`src/rtl/supply_seq_pkg.sv`:
```
package supply_seq_pkg;
  typedef enum logic [1:0] {
    SRC_CHG     = 2'd0,
    SRC_GAP_BAT = 2'd1,
    SRC_BAT     = 2'd2,
    SRC_GAP_CHG = 2'd3
  } src_state_e;

  localparam int FLAG_BAT_LO = 0;
  localparam int FLAG_BAT_HI = 1;
  localparam int FLAG_REG_LO = 2;
  localparam int FLAG_REG_HI = 3;
  localparam int FLAG_COUNT  = 4;
endpackage

```
`src/rtl/flag_sync.sv`:
```
module flag_sync #(
  parameter int WIDTH  = 4,
  parameter int STAGES = 2
) (
  input  logic             clk,
  input  logic             rst,
  input  logic [WIDTH-1:0] d,
  output logic [WIDTH-1:0] q
);
  logic [WIDTH-1:0] chain [STAGES];

  genvar s;
  generate
    for (s = 0; s < STAGES; s++) begin : g_stage
      if (s == 0) begin : g_first
        always_ff @(posedge clk) begin
          if (rst) chain[0] <= '0;
          else     chain[0] <= d;
        end
      end else begin : g_next
        always_ff @(posedge clk) begin
          if (rst) chain[s] <= '0;
          else     chain[s] <= chain[s-1];
        end
      end
    end
  endgenerate

  assign q = chain[STAGES-1];
endmodule

```
`src/rtl/src_select.sv`:
```
module src_select
  import supply_seq_pkg::*;
(
  input  logic clk,
  input  logic rst,
  input  logic bat_lo_s,
  input  logic bat_hi_s,
  output logic sw_bat_en,
  output logic sw_chg_en
);
  src_state_e state, nxt;

  always_comb begin
    nxt = state;
    unique case (state)
      SRC_CHG:     if (bat_hi_s && !bat_lo_s) nxt = SRC_GAP_BAT;
      SRC_GAP_BAT: nxt = SRC_BAT;
      SRC_BAT:     if (bat_lo_s) nxt = SRC_GAP_CHG;
      SRC_GAP_CHG: nxt = SRC_CHG;
      default:     nxt = SRC_CHG;
    endcase
  end

  always_ff @(posedge clk) begin
    if (rst) begin
      state     <= SRC_CHG;
      sw_bat_en <= 1'b0;
      sw_chg_en <= 1'b1;
    end else begin
      state     <= nxt;
      sw_bat_en <= (nxt == SRC_BAT);
      sw_chg_en <= (nxt == SRC_CHG);
    end
  end
endmodule

```
`src/rtl/por_hold.sv`:
```
module por_hold #(
  parameter int HOLD_TICKS = 4
) (
  input  logic clk,
  input  logic rst,
  input  logic tick,
  input  logic reg_lo_s,
  input  logic reg_hi_s,
  output logic por_out,
  output logic trim_start
);
  localparam int CW = (HOLD_TICKS > 1) ? $clog2(HOLD_TICKS) : 1;
  localparam logic [CW-1:0] LAST = CW'(HOLD_TICKS - 1);

  logic [CW-1:0] cnt;

  always_ff @(posedge clk) begin
    if (rst) begin
      cnt        <= '0;
      por_out    <= 1'b1;
      trim_start <= 1'b0;
    end else begin
      trim_start <= 1'b0;
      if (reg_lo_s) begin
        cnt     <= '0;
        por_out <= 1'b1;
      end else if (por_out) begin
        if (!reg_hi_s) begin
          cnt <= '0;
        end else if (tick) begin
          if (cnt == LAST) begin
            cnt        <= '0;
            por_out    <= 1'b0;
            trim_start <= 1'b1;
          end else begin
            cnt <= cnt + 1'b1;
          end
        end
      end
    end
  end
endmodule

```
`src/rtl/supply_seq_top.sv`:
```
module supply_seq_top
  import supply_seq_pkg::*;
#(
  parameter int HOLD_TICKS  = 4,
  parameter int SYNC_STAGES = 2
) (
  input  logic clk,
  input  logic rst,
  input  logic tick,
  input  logic bat_lo,
  input  logic bat_hi,
  input  logic reg_lo,
  input  logic reg_hi,
  output logic sw_bat_en,
  output logic sw_chg_en,
  output logic por_out,
  output logic trim_start
);
  logic [FLAG_COUNT-1:0] raw_flags, sync_flags;
  logic bat_lo_s, bat_hi_s, reg_lo_s, reg_hi_s;

  always_comb begin
    raw_flags              = '0;
    raw_flags[FLAG_BAT_LO] = bat_lo;
    raw_flags[FLAG_BAT_HI] = bat_hi;
    raw_flags[FLAG_REG_LO] = reg_lo;
    raw_flags[FLAG_REG_HI] = reg_hi;
  end

  flag_sync #(.WIDTH(FLAG_COUNT), .STAGES(SYNC_STAGES)) u_sync (
    .clk(clk), .rst(rst), .d(raw_flags), .q(sync_flags)
  );

  assign bat_lo_s = sync_flags[FLAG_BAT_LO];
  assign bat_hi_s = sync_flags[FLAG_BAT_HI];
  assign reg_lo_s = sync_flags[FLAG_REG_LO];
  assign reg_hi_s = sync_flags[FLAG_REG_HI];

  src_select u_src (
    .clk(clk), .rst(rst), .bat_lo_s(bat_lo_s), .bat_hi_s(bat_hi_s),
    .sw_bat_en(sw_bat_en), .sw_chg_en(sw_chg_en)
  );

  por_hold #(.HOLD_TICKS(HOLD_TICKS)) u_por (
    .clk(clk), .rst(rst), .tick(tick), .reg_lo_s(reg_lo_s), .reg_hi_s(reg_hi_s),
    .por_out(por_out), .trim_start(trim_start)
  );
endmodule

```
`config.mk`:
```
export PLATFORM = sky130hd
export DESIGN_NAME = supply_seq_top
export DESIGN_NICKNAME = d
export VERILOG_FILES = /design/src/rtl/supply_seq_pkg.sv /design/src/rtl/flag_sync.sv /design/src/rtl/src_select.sv /design/src/rtl/por_hold.sv /design/src/rtl/supply_seq_top.sv
export SDC_FILE = /design/constraint.sdc
export NUM_CORES = 1
export LEC_CHECK = 0
export BUFFER_PORTS_ARGS = -buffer_cell sky130_fd_sc_hd__buf_2
export CAP_MARGIN = 20
export CORE_AREA = 2 2 39 41
export CTS_BUF_LIST = sky130_fd_sc_hd__clkbuf_4 sky130_fd_sc_hd__clkbuf_8
export CTS_CLUSTER_SIZE = 24
export DETAILED_ROUTE_END_ITERATION = 10
export DIE_AREA = 0 0 41 43
export GPL_TIMING_DRIVEN = 0
export PLACE_DENSITY_LB_ADDON = 0.2
export SYNTH_ARGS = -nofsm -noshare
export SYNTH_HDL_FRONTEND = slang
export SYNTH_HIERARCHICAL = 1
export SYNTH_SLANG_ARGS = --single-unit
```
`constraint.sdc`:
```
create_clock -name clk -period 1.3 [get_ports clk]
set_input_delay 0.065 -clock clk [delete_from_list [all_inputs] [get_ports clk]]
set_output_delay 0.065 -clock clk [all_outputs]
set_load 0.01 [all_outputs]
```
# --- Word level (Yosys, flattened, before mapping) ---
# Memory sizes are Yosys's and may differ from the RTL's.
# Cells that the tools add are included.
op_classes:
  n_div: 0
  shifts: 0
  eq_ne: 6
  n_mux: 16
  n_bitwise: 5
  reduce_logical: 7
  n_mul: 0
  magnitude_cmp: 0
  addsub: 1
op_table:
  columns: ["operator", "n"]
  rows:
  - ["two-way mux 2 bit", 5]
  - ["equality test 2 bit, second input constant", 4]
  - ["two-way mux 1 bit", 8]
  - ["two-way mux 4 bit", 2]
  - ["case mux 2 bit (4 select lines)", 1]
  - ["OR reduction 5 bit", 1]
  - ["logical NOT 2 bit", 2]
  - ["NOT 1 bit", 3]
  - ["adder 2 x 1 -> 2 bit, second input constant", 1]
  - ["equality test 2 x 1 -> 1 bit, second input constant", 1]
  - ["!= test 2 bit, second input constant", 1]
  - ["OR 1 bit", 2]
  - ["AND reduction 2 bit", 1]
  - ["OR reduction 2 bit", 1]
  - ["logical AND 1 bit", 1]
  - ["logical NOT 1 bit", 1]
totals:
  memories: 1
  elab_cells: 42
  reg_bits: 8
  inputBits: 7
  romBits: 0
  latch_bits: 0
  mem_bits_rw: 8
  output_inout_bits: 4
mem_list:
  columns: ["name", "words", "word_bits", "rd", "rd_ports_with_merged_regs", "write_ports", "line_no", "rtl"]
  rows:
  - ["u_sync.chain", 2, 4, 2, 0, 2, "flag_sync.sv:10", "logic [WIDTH-1:0] chain [STAGES];"]

# --- Depth between registers and ports, before layout ---
logic_depth:
  ltp_word: 5
  depth_mapped: 4
  mapped_depth_nobuf: 4

# --- Hierarchy ---
# The synthesis kept the hierarchy.
modules_own_cells:
  columns: ["module", "instances", "area_each_um2", "seq_area_each_um2", "cells_per_inst"]
  rows:
  - ["flag_sync", 1, 210.2, 160.2, 16]
  - ["src_select", 1, 171.4, 80.1, 16]
  - ["por_hold", 1, 162.7, 80.1, 20]

# --- Least setup slack after synthesis ---
# Ideal clock, no wire load.
synth_timing:
  path_type: "register to register"
  startpoint: "register u_src.state[0]"
  endpoint: "register u_src.sw_bat_en"
  n_path_buf: 0
  synth_period_minus_slack_ns: 1.103
  path_stages_with_launch: 5
  t_arrival_ns: 0.985
  setup_slack_ns: 0.197
  t_required_ns: 1.183
  setup_time_ns: 0.117
  path_cell_list: "dfxtp_1 inv_1 ha_1 and2b_2 and4_2"
synth_via:
  elab_chain_len: 3
  word_cells_on_any_way: 8
  classes_between: "eq/ne: 4; mux: 3; reduce/logical: 1"
synth_rtl:
  columns: ["element", "line_no", "rtl"]
  rows:
  - ["from (decl)", "src_select.sv:11", "src_state_e state, nxt;"]
  - ["from (signal assigned)", "src_select.sv:30", "state <= nxt;"]
  - ["equality test 2 bit, or another cell as far along", "src_select.sv:15", "unique case (state)"]
  - ["case mux 2 bit (4 select lines) *", "src_select.sv:15", null]
  - ["net u_src.nxt[1]", "src_select.sv:11", null]
  - ["equality test 2 bit *", "src_select.sv:31", "sw_bat_en <= (nxt == SRC_BAT);"]
  - ["to (signal assigned)", "src_select.sv:31", null]
  - ["to (decl)", "src_select.sv:8", "output logic sw_bat_en,"]
# Mark *: on every way through the listed nets, which the timed path passes. The rest lies on a longest branch.
# A chain may end at the register's enable or synchronous reset.

# --- Worst setup path after layout ---
# Ends and elaborated chain as after synthesis.

==> flow_summary_export.csv <==
group,metric,value,unit
run_status,status,"completed",
clocking,path_clk_slew,0.09,ns
yosys,synth_compound_area_frac,0.0736,
global_routing,grt_overflow_total,0,
placed_design,numPortBuffers,10,
placed_design,place_congestion,0.636,
global_routing,met2_usage,0.141,
layout,nets,81,
yosys,synth_top_family_by_area,"simple AND/OR/NAND/NOR gates",
yosys,ys_top_cells_by_count,"16 x dfxtp_1, 8 x nor2b_1, 6 x nand2_1, 4 x inv_1, 3 x ha_1",
critical_path,crit_path_end_kind,"flop",
layout,finish.utilization,0.499,
sta,finalSetupViolations,0,
yosys,synthXorXnorAreaFrac,0,
power,worst_ir_drop_vdd,700,uV
clocking,cts_resized,0,
layout,drive_above_1_share,0.229,
sta,fin_tns_setup,0,ns
detailed_routing,num_vias,386,
yosys,synth_fa_ha_area_frac,0.0690,
sta,drv_slew,0,
sta,fmax,865,MHz
yosys,synth_top_cell_area_share,0.589,
clocking,cts_setup_buffers,0,
yosys,ys_ff_latch,16,
clocking,htree_levels,1,
yosys,synth_area,544,sq um
global_routing,grt_busiest_layer,"met1",
yosys,synth-edff-count,0,
yosys,netlist_instances,52,
yosys,synth_top_flop_cell,"dfxtp_1",
critical_path,arrival,1.34,ns
yosys,syn_avg_cell_area,10.5,sq um
sta,slew_headroom,0.791,
power,powerDensity,1320,mW/mm^2
critical_path,criticalPathCategory,"reg2reg",
critical_path,startpoint_type,"flop",
layout,fillers,130,
detailed_routing,wire_per_inst,9.09,microns
clocking,cts_inserted_buffers,3,
global_routing,grt_util_met3,0.0471,
yosys,synthTopCellsByArea,"dfxtp_1 59%, nor2b_1 9.2%, ha_1 6.9%",
clocking,clk_latency,0.28,ns
detailed_routing,totalWireLength,782,microns
placed_design,hpwl,515,microns
detailed_routing,postRouteAntennaNets,0,
yosys,yosysTopAreaCell,"dfxtp_1",
layout,insertedDiodeCount,0,
layout,layout.area.seq,320,sq um
detailed_routing,drtIter0Drc,4,
global_routing,antenna_found_initial,0,
global_routing,grt_pass1_vias,330,
detailed_routing,drcViolationCount,0,
yosys,synthMuxAreaShare,0,
floorplanning,initial_utilization,0.393,
job,maxCapViolations,0,
sta,post-route-min-period,1.16,ns
yosys,yosysMostFrequentCell,"dfxtp_1",
global_routing,grt_max_degree,14,
clocking,ctsHoldBuffers,4,
yosys,yosys.area_share.simple,0.241,
placed_design,place_area,614,sq um
floorplanning,die_w,41,microns
sta,fin_hold_ws,0.0905,ns
yosys,async_flop_share,0,
yosys,synth_cell_types,17,
floorplanning,num_rows,14,
detailed_routing,dr.pass1.iters,2,
yosys,yosysSeqAreaShare,0.589,
layout,multi_input_area,209,sq um
sta,rsz0062_at_grt,"false",
yosys,synth_fp_nets,62,
sta,hold_viol,0,
critical_path,critical_path_required,1.48,ns
clocking,clock-sinks,16,
floorplanning,coreArea,0.00138,sq mm
global_routing,track_usage,0.117,
clocking,cts_buffer_depth,2,
floorplanning,die_h,43,microns
sta,clock_skew,0.00355,ns
global_routing,grt_pass1_wl,1280,microns
floorplanning,die_area,0.00176,sq mm
clocking,clockRootBuffer,"clkbuf_4",
sta,worst_pin_slew,0.312,ns
global_routing,grt_use_met1,0.145,
layout,design_area,691,sq um
power,p_leak,0.294,nW
power,finalPower,0.911,mW
critical_path,path_max_fanout,2,
layout,area_growth,26.9,%
detailed_routing,viasPerCell,4.49,
yosys,ys_warn_count,6,
worst_hold_path,hold_path.class,"in2reg",
clocking,cts_tree,"done",
floorplanning,io_pins,11,
sta,finalCritPeriodShare,0.890,
==> stage by stage <==
stage	setup slack, ns	cells
after CTS	0.135	86
after detailed placement	0.148	78
after global routing	0.0571	86
after floorplan	0.197	52
after global placement	0.156	78
final	0.143	86
==> logic make-up after synthesis <==
family | count (synthesis)
and+or+nand+nor | 23
DFF | 16
AOI/OAI and AO/OA | 6
buffers and inverters | 4
adders and majority gates | 3
==> report_power, final <==
part	total (mW)	switching, mW	internal [mW]
logic	0.0709	0.0321	0.0388
registers	0.518	0.00643	0.511
clock network	0.322	0.152	0.170
total	0.911	0.190	0.721
==> layout by cell type (no fill, tap or decap) <==
| cell | instances |
|---|---|
| a21boi_0 | 1 |
| nand3_1 | 2 |
| nand3b_1 | 2 |
| buf_2 | 10 |
| nand2_1 | 6 |
| nor2b_1 | 8 |
| ha_1 | 3 |
| and2b_2 | 1 |
| a31oi_1 | 1 |
| a41o_1 | 1 |
| dfxtp_1 | 16 |
| inv_1 | 4 |
| nor2_1 | 2 |
| clkbuf_8 | 1 |
| and4_2 | 1 |
| clkbuf_4 | 3 |
| o21ai_1 | 1 |
| o21ai_0 | 1 |
| dlygate4sd3_1 | 4 |
| or4_1 | 1 |
| o22ai_1 | 1 |
==> flip-flops by register name, summed over array words and instances (netlist names) <==
| register | cells |
|---|---|
| u_por/trim_start | 1 |
| u_src/state | 2 |
| u_src/sw_chg_en | 1 |
| u_src/sw_bat_en | 1 |
| u_por/por_out | 1 |
| u_sync/chain | 8 |
| u_por/cnt | 2 |
==> per-layer routing <==
metal  share of wire  vias to the layer above
li1                -                      210
met1            0.48                      161
met2            0.43                       11
met3           0.052                        4
met4           0.042                        0
met5               0                        -
==> final cells by class <==
class,instances,share of cell area
tap,16,0.0290
clock buffer,4,0.0525
timing repair buffer,14,0.130
multi-input combinational,32,0.303
sequential,16,0.464
inverter,4,0.0217
==> path summary, 6_finish.rpt <==
path	from	endpoint	slack, ns	cells after the start
setup / recovery	u_src/state[0]	u_src/sw_bat_en	0.14	4
hold / removal	rst	u_sync/chain[1][3]	0.09	2
setup reg to reg	u_src/state[0]	u_src/sw_bat_en	0.14	4
hold reg to reg	u_sync/chain[0][3]	u_sync/chain[1][3]	0.44	1
==> critical path, cell delays in order, from the launching register on <==
cell	delay, ns
dfxtp_1	0.33
inv_1	0.06
ha_1	0.30
and2b_2	0.20
and4_2	0.17
(Power assumes the default switching activity.)
